File: config.mk
export PLATFORM = sky130hd
export DESIGN_NAME = core_wait_ctl
export DESIGN_NICKNAME = d
export VERILOG_FILES = /design/src/rtl/core_wait_pkg.sv /design/src/rtl/cwc_inflight_cnt.sv /design/src/rtl/cwc_ret_addr.sv /design/src/rtl/cwc_fsm.sv /design/src/rtl/core_wait_ctl.sv
export SDC_FILE = /design/constraint.sdc
export NUM_CORES = 1
export LEC_CHECK = 0
export ABC_AREA = 1
export CAP_MARGIN = 0
export CORE_ASPECT_RATIO = 0.7
export CORE_MARGIN = 2
export CORE_UTILIZATION = 47
export CTS_CLUSTER_SIZE = 12
export DETAILED_ROUTE_END_ITERATION = 10
export PLACE_DENSITY = 0.8
export SLEW_MARGIN = 20
export SYNTH_ARGS = -nofsm -noshare
export SYNTH_HDL_FRONTEND = slang
export SYNTH_SLANG_ARGS = --single-unit
File: constraint.sdc
create_clock -name clk -period 2 [get_ports clk]
set_input_delay 0.4 -clock clk [delete_from_list [all_inputs] [get_ports clk]]
set_output_delay 0.4 -clock clk [all_outputs]
set_load 0.1 [all_outputs]
File: src/rtl/core_wait_pkg.sv
package core_wait_pkg;
   typedef enum logic [1:0] {
      CW_RUN   = 2'd0,
      CW_DRAIN = 2'd1,
      CW_SLEEP = 2'd2
   } cw_state_e;
endpackage

File: src/rtl/cwc_inflight_cnt.sv
module cwc_inflight_cnt #(
   parameter int MAX_INFL = 15,
   localparam int CW = $clog2(MAX_INFL + 1)
) (
   input  logic          clk,
   input  logic          rst_n,
   input  logic          inc,
   input  logic          dec,
   output logic [CW-1:0] count,
   output logic          empty
);
   initial begin
      if (MAX_INFL < 1) $error("MAX_INFL must be at least 1");
   end

   logic up_ok, dn_ok;
   assign up_ok = inc && (count != CW'(MAX_INFL));
   assign dn_ok = dec && (count != '0);

   always_ff @(posedge clk or negedge rst_n) begin
      if (!rst_n) begin
         count <= '0;
      end else begin
         case ({up_ok, dn_ok})
            2'b10:   count <= count + CW'(1);
            2'b01:   count <= count - CW'(1);
            default: count <= count;
         endcase
      end
   end

   assign empty = (count == '0);
endmodule

File: src/rtl/cwc_ret_addr.sv
module cwc_ret_addr #(
   parameter int ADDR_W     = 32,
   parameter bit HALF_ALIGN = 1'b1
) (
   input  logic              clk,
   input  logic              rst_n,
   input  logic              capture,
   input  logic [ADDR_W-1:0] pc,
   input  logic              long_insn,
   output logic [ADDR_W-1:0] ret_pc
);
   initial begin
      if (ADDR_W < 4) $error("ADDR_W must be at least 4");
   end

   logic [ADDR_W-1:0] step;
   logic [ADDR_W-1:0] sum;
   logic [ADDR_W-1:0] next_pc;

   assign step = long_insn ? ADDR_W'(4) : ADDR_W'(2);
   assign sum  = pc + step;

   generate
      if (HALF_ALIGN) begin : g_align
         assign next_pc = {sum[ADDR_W-1:1], 1'b0};
      end else begin : g_raw
         assign next_pc = sum;
      end
   endgenerate

   always_ff @(posedge clk or negedge rst_n) begin
      if (!rst_n)       ret_pc <= '0;
      else if (capture) ret_pc <= next_pc;
   end
endmodule

File: src/rtl/cwc_fsm.sv
module cwc_fsm
   import core_wait_pkg::*;
(
   input  logic      clk,
   input  logic      rst_n,
   input  logic      wait_req,
   input  logic      drained,
   input  logic      wake_src,
   output cw_state_e state,
   output logic      pend,
   output logic      wake
);
   cw_state_e nxt;
   logic      pend_nxt;

   always_comb begin
      nxt      = state;
      pend_nxt = pend;
      wake     = 1'b0;
      case (state)
         CW_RUN: begin
            pend_nxt = 1'b0;
            if (wait_req) nxt = CW_DRAIN;
         end
         CW_DRAIN: begin
            pend_nxt = pend | wake_src;
            if (drained) begin
               if (pend || wake_src) begin
                  nxt  = CW_RUN;
                  wake = 1'b1;
               end else begin
                  nxt = CW_SLEEP;
               end
               pend_nxt = 1'b0;
            end
         end
         CW_SLEEP: begin
            if (wake_src) begin
               nxt  = CW_RUN;
               wake = 1'b1;
            end
         end
         default: nxt = CW_RUN;
      endcase
   end

   always_ff @(posedge clk or negedge rst_n) begin
      if (!rst_n) begin
         state <= CW_RUN;
         pend  <= 1'b0;
      end else begin
         state <= nxt;
         pend  <= pend_nxt;
      end
   end
endmodule

File: src/rtl/core_wait_ctl.sv
module core_wait_ctl
   import core_wait_pkg::*;
#(
   parameter int ADDR_W     = 32,
   parameter int MAX_INFL   = 15,
   parameter bit HALF_ALIGN = 1'b1
) (
   input  logic              clk,
   input  logic              rst_n,
   input  logic              issue_vld,
   input  logic              retire_vld,
   input  logic              wait_req,
   input  logic [ADDR_W-1:0] wait_pc,
   input  logic              wait_long,
   input  logic              irq,
   input  logic              dbg_irq,
   input  logic              bus_other_active,
   output logic              issue_hold,
   output logic              fetch_stop,
   output logic              waiting,
   output logic              wake,
   output logic [ADDR_W-1:0] resume_pc,
   output logic              core_clk_en
);
   localparam int CW = $clog2(MAX_INFL + 1);

   cw_state_e         state;
   logic              pend;
   logic              drained;
   logic              wake_src;
   logic              in_run;
   logic [CW-1:0]     infl_cnt;

   assign wake_src = irq | dbg_irq;
   assign in_run   = (state == CW_RUN);

   cwc_inflight_cnt #(.MAX_INFL(MAX_INFL)) u_cnt (
      .clk   (clk),
      .rst_n (rst_n),
      .inc   (issue_vld && in_run),
      .dec   (retire_vld),
      .count (infl_cnt),
      .empty (drained)
   );

   cwc_ret_addr #(.ADDR_W(ADDR_W), .HALF_ALIGN(HALF_ALIGN)) u_ret (
      .clk       (clk),
      .rst_n     (rst_n),
      .capture   (wait_req && in_run),
      .pc        (wait_pc),
      .long_insn (wait_long),
      .ret_pc    (resume_pc)
   );

   cwc_fsm u_fsm (
      .clk      (clk),
      .rst_n    (rst_n),
      .wait_req (wait_req),
      .drained  (drained),
      .wake_src (wake_src),
      .state    (state),
      .pend     (pend),
      .wake     (wake)
   );

   assign issue_hold  = !in_run;
   assign fetch_stop  = (state == CW_SLEEP);
   assign waiting     = fetch_stop && !wake_src;
   assign core_clk_en = !fetch_stop || bus_other_active;
endmodule

=== After elaboration in Yosys (flattened, before gate mapping) ===
Cells that the tools add are included.

* Add/subtract/negate cells: 3
* Equality and inequality tests: 8
* Muxes and demuxes: 13
* Bitwise logic cells: 2
* Reduce and logical (&&, ||, !) cells: 16

{| class="wikitable"
|+ Operators by type and width
! operator !! number
|-
| $add A32 B32 Y32 || 1
|-
| $mux W2 || 4
|-
| $pmux W4 S2 || 1
|-
| $pmux W2 S3 || 1
|-
| $logic_and A1 B1 Y1 || 5
|-
| $add A4 B1 Y4 const B || 1
|-
| $eq A2 B1 Y1 const B || 2
|-
| $eq A2 B2 Y1 const B || 2
|-
| $logic_not A4 Y1 || 1
|-
| $mux W1 || 4
|-
| $ne A2 B2 Y1 const B || 2
|-
| $ne A4 B4 Y1 const B || 1
|-
| $pmux W1 S2 || 2
|-
| $reduce_bool A2 Y1 || 2
|-
| $reduce_bool A4 Y1 || 1
|-
| $sub A4 B1 Y4 const B || 1
|-
| $logic_not A1 Y1 || 3
|-
| $mux W3 || 1
|-
| $reduce_and A3 Y1 || 1
|-
| $logic_not A2 Y1 || 1
|-
| $logic_or A1 B1 Y1 || 2
|-
| $ne A2 B1 Y1 const B || 1
|-
| $or A1 B1 Y1 || 2
|}

* Register bits after elaboration: 38
* Input port bits: 41
* Output and inout bits: 37

=== Depth between registers and ports, before layout ===
* Depth after elaboration: 5
* Gate-level depth with buffers: 12
* Depth with buffers taken out: 12

=== Modules after synthesis ===
Synthesis repeated with hierarchy kept, for this count alone.

* Cell total of the unflattened synthesis: 400
* Area, all modules: 2,663.8 um^2

{| class="wikitable"
|+ By module, submodules not included
! module !! instances !! cells each !! area each (um^2)
|-
| cwc_ret_addr || 1 || 311 || 2,049.5
|-
| cwc_inflight_cnt || 1 || 38 || 301.5
|-
| cwc_fsm || 1 || 36 || 251.5
|-
| core_wait_ctl || 1 || 15 || 61.3
|}

=== Worst setup path after synthesis ===
OpenSTA, ideal clock, no wires.

* Path type: reg-to-output
* Start point: reg u_fsm.state[0]
* End point: out wake
* Data arrival time: 3.612 ns
* Data required time: 1.600 ns
* Slack: -2.012 ns
* Stages on the path, launching flop included: 5
* Path buffers: 0
* Cell sequence: dfrtp_1 -> inv_1 -> ha_1 -> nand2_1 -> a21boi_0

* Cells in the longest elaborated chain, start to end: 2
* Elaborated cells between the ends (all ways): 3

{| class="wikitable"
|+ Ends and longest elaborated chain
! element !! RTL line !! text
|-
| start: declaration || cwc_fsm.sv:9 || <nowiki>output cw_state_e state,</nowiki>
|-
| start signal: assignment || cwc_fsm.sv:52 || <nowiki>state <= nxt;</nowiki>
|-
| $eq A2 B2 Y1 || -- ||
|-
| net fetch_stop || core_wait_ctl.sv:19 || <nowiki>output logic fetch_stop,</nowiki>
|-
| $pmux W1 S2 || cwc_fsm.sv:20 || <nowiki>case (state)</nowiki>
|-
| end: declaration || core_wait_ctl.sv:21 || <nowiki>output logic wake,</nowiki>
|}

The timed path passes the listed nets, and every way through them passes these cells.

=== Worst setup path after layout ===
* Start point: reg u_fsm.state[1]
* End point: reg u_cnt.count[3]

* Cells in the longest elaborated chain, start to end: 5
* Elaborated cells between the ends (all ways): 7

{| class="wikitable"
|+ Ends and longest elaborated chain
! element !! RTL line !! text
|-
| $logic_not A2 Y1 * || core_wait_ctl.sv:35 || <nowiki>assign in_run = (state == CW_RUN);</nowiki>
|-
| $logic_and A1 B1 Y1 * || core_wait_ctl.sv:40 || <nowiki>.inc (issue_vld && in_run),</nowiki>
|-
| $logic_and A1 B1 Y1 * || cwc_inflight_cnt.sv:17 || <nowiki>assign up_ok = inc && (count != CW'(MAX_INFL));</nowiki>
|-
| $eq A2 B1 Y1 or $eq A2 B2 Y1 (tied branches) || cwc_inflight_cnt.sv:24 || <nowiki>case ({up_ok, dn_ok})</nowiki>
|-
| $pmux W4 S2 or $reduce_bool A2 Y1 (tied branches) || -- ||
|-
| end signal: assignment || cwc_inflight_cnt.sv:25 || <nowiki>2'b10: count <= count + CW'(1);</nowiki>
|-
| end signal: assignment || cwc_inflight_cnt.sv:26 || <nowiki>2'b01: count <= count - CW'(1);</nowiki>
|-
| end signal: assignment || cwc_inflight_cnt.sv:27 || <nowiki>default: count <= count;</nowiki>
|-
| end: declaration || cwc_inflight_cnt.sv:9 || <nowiki>output logic [CW-1:0] count,</nowiki>
|}

Mark *: on every way between the ends. The rest lies on a longest branch, timed or not.
A chain may end at the register's enable or synchronous reset.

==> metrics.md <==
| Metric | Value |
|---|---|
| Status | `completed` |
| Clock Latency Late Sink | `290 ps` |
| FF-to-FF setup slack | `60 ps` |
| TritonRoute pass-1 iters | `5` |
| Yosys top cell by area | `dfrtp_1` |
| DPL Wire Length | `5790 um` |
| GPL Wtd Cong | `0.920` |
| Hold Path Class | `input port to async pin` |
| Most frequent cells in the layout | `nand2_1, buf_4, dfrtp_1` |
| DRC viols | `0` |
| Pin count of the biggest net entering global routing | `26` |
| Initial antenna violation count | `0` |
| Die ar. | `around 6100 um2` |
| Non-Filler Instances | `563` |
| CP startpoint | `u_fsm.state[1]` |
| Reg clk slew, reported paths | `80 ps` |
| Die X | `slightly above 90 um` |
| WHS | `63.3 ps` |
| CTS Hold Bufs | `0` |
| Sw Ratio | `0.591` |
| Worst EP arrival | `2110 ps` |
| Sequential area share after synthesis | `0.370` |
| Final Max Slew Viols | `0` |
| Area contributors post-synth | `dfrtp_1, nand2_1, nor2_1` |
| Worst Setup End Kind | `flop` |
| Num CTS Buffers | `5` |
| Vias in the first global route | `2694` |
| Synth Area in Simple Gates | `0.413` |
| Clock Skews | `~4.7 ps` |
| DP Area | `about 3600 um2` |
| Via Count | `2834` |
| Core Area | `5260 um2` |
| Final setup viols | `0` |
| DIE HEIGHT | `65.9 um` |
| Flop pwr share | `0.207` |
| First-pass GRT wire length | `between 10000 and 15000 um` |
| Detail Route Antenna Nets | `0` |
| Share of cells above drive strength 1 | `0.253` |
| I/O Buffers | `75` |
| Internal Power | `about 2.7 mW` |
| Setup CP Type | `flop to flop` |
| Final Critical Period | `1940 ps` |
| Syn Nets | `~430` |
| Largest family of logic cells by synthesized area | `simple AND/OR/NAND/NOR gates` |
| Met1 Track Usage GR | `0.356` |
| Grt met3 use | `0.0547` |
| Logic pwr share | `0.696` |
| Total track usage | `0.263` |
| Number of inserted diodes | `0` |
| Starting Density | `0.489` |
| Synth Area in Compound Gates | `0.0511` |
| Capturing point of the worst reg2reg path | `u_cnt.count[3]` |
| Root Buffer | `clkbuf_8` |
| # IOs | `78` |
| Clock share of power | `0.097` |
| Adder-cell share of the synthesized area | `0.0516` |
| Nets | `roughly 540` |
| CP Launch Type | `flop` |
| Post-route cell area | `3900 um2` |
| Syn avg cell area | `6.85 um2` |
| Area share of the largest cell type after synthesis | `0.370` |
| Drt via density | `5.03` |
| Synth-to-layout area growth | `51.7%` |
| FMAX | `515 MHz` |
| Post-Syn Instances | `375` |
| DRT Wirelength | `7850 um` |
| Maximum net fanout on the critical path | `3` |
| Sink Count | `38` |
| CP required | `about 2200 ps` |
| Filler Cell Count | `417` |
| DRT iter0 DRCs | `about 140` |
| Lkg Pwr | `slightly below 2 nW` |
| H-tree level count | `2` |
| Grt ovf | `0` |
| Yosys warnings | `0` |
| Xor/xnor share of the synthesized area | `0.0546` |
| Max_cap viols | `0` |
| Leading cell type in the layout, fill and taps excluded | `nand2_1` |
| Hold Violations, Final | `0` |
| Reg2Reg Depth | `11` |
| Placed insts | `541` |
| GRT busiest layer | `met2` |
| #FFs+latches synth | `38` |
| CTS tree | `done` |
| GRT met2 Usage | `0.448` |
| Detailed-route wire length per cell | `~14 um` |
| NetSw | `3.96 mW` |
| Bufs on Longest Clock Path | `2` |
| Post-synthesis mux area share | `0` |
| PD cells | `about 1700 nW/um2` |
| Std-Cell Rows | `22` |
| Tcrit/Tclk final | `0.970` |
| Post-Syn Area | `2570 um2` |
| Peak supply drop | `1.37 mV` |
| FF-to-FF Start | `u_fsm.state[1]` |
| Yosys cell types | `32` |
-- timing repair --
| action | in CTS | in global routing |
|---|---|---|
| gates resized for setup | 17 | 19 |
| buffers inserted | 11 | 3 |
| pin swaps | 12 | 15 |
| endpoints found under the setup margin | 16 | 21 |
-- per-stage QoR --
step	TNS [ps]	util	setup slack (ps)	power, mW
4_1_cts	0	0.725	0.250	6.56
3_3_place_gp	-5410	0.682	-386	5.65
2_1_floorplan	0	-	5.55	4.61
6_report	0	0.741	59.3	6.69
3_5_place_dp	-7290	0.682	-464	5.73
5_1_grt	-14.0	0.741	-14.0	6.99
-- Yosys cell counts --
master	number
nand3_2	2
inv_1	31
xor2_1	13
ha_1	9
o22ai_1	1
nand2_2	1
nor2_1	38
buf_4	1
nor3_1	2
o21ai_0	12
inv_2	1
o221ai_1	1
and2_1	2
nand3b_1	7
a21boi_0	1
dfrtp_1	38
nand2_1	162
nor2_2	5
nand3_1	20
conb_1	1
nand4_1	2
xnor2_1	3
o21a_1	1
o21bai_1	1
or2_2	3
fa_1	1
a22o_1	1
clkbuf_1	5
o21ai_1	2
nor2_4	4
buf_1	1
a21oi_1	3
-- registers in the layout (all words and copies together) (netlist names) --
name,flops
u_cnt.count,4
u_fsm.pend,1
u_fsm.state,2
u_ret.ret_pc,31
-- per-layer routing --
layer	share of wire	vias up	wire (um)
met5	0	-	0
met4	0.0082	0	64
met3	0.074	8	583
met2	0.46	124	3630
met1	0.46	1306	3570
li1	-	1396	-
-- cells by family after synthesis --
family / after synthesis
and+or+nand+nor: 248
adders and majority gates: 10
AOI/OAI and AO/OA: 23
xor gates and xnor gates: 16
buffers and inverters: 39
DFF: 38
other: 1
-- worst max-delay path, stage by stage (launching register included) --
cell and delay (ps):
dfrtp_1 400, inv_2 110, ha_4 160, nand3_1 120, ha_2 220, xor2_2 160
buf_4 140, buf_4 120, buf_4 120, nand3_1 50, nand2_1 80, xor2_1 140
-- worst max path at each step --
| stage | to | slack [ps] | cells after the start |
|---|---|---|---|
| after detailed placement | u_ret.ret_pc[31] | -460 | 13 |
| after global placement | u_ret.ret_pc[31] | -390 | 13 |
| after CTS | u_ret.ret_pc[27] | 0.3 | 12 |
| after floorplan | wake | 6 | 4 |
| after global routing | u_cnt.count[3] | -10 | 11 |
| final | u_cnt.count[3] | 60 | 11 |
-- final cells by class --
cell class / count / area (um2) / area share
timing repair buffer: 115 / 1040 / 0.268
multi-input combinational: 298 / 1580 / 0.406
sequential: 38 / 951 / 0.244
clock inverter: 3 / 40.0 / 0.0103
inverter: 32 / 120 / 0.0308
clock buffer: 5 / 68.8 / 0.0177
tap: 72 / 90.1 / 0.0231
-- power groups by stage --
| stage | sequential, mW | combinational [mW] | clock (mW) |
|---|---|---|---|
| global route | 1.43 | 4.87 | 0.688 |
| detailed placement | 1.40 | 4.33 | 0 |
| global placement | 1.39 | 4.26 | 0 |
| CTS | 1.37 | 4.54 | 0.655 |
| floorplan | 3.55 | 1.06 | 0 |
| finish | 1.39 | 4.66 | 0.650 |
Note: power is estimated with default switching activity, not from simulation.
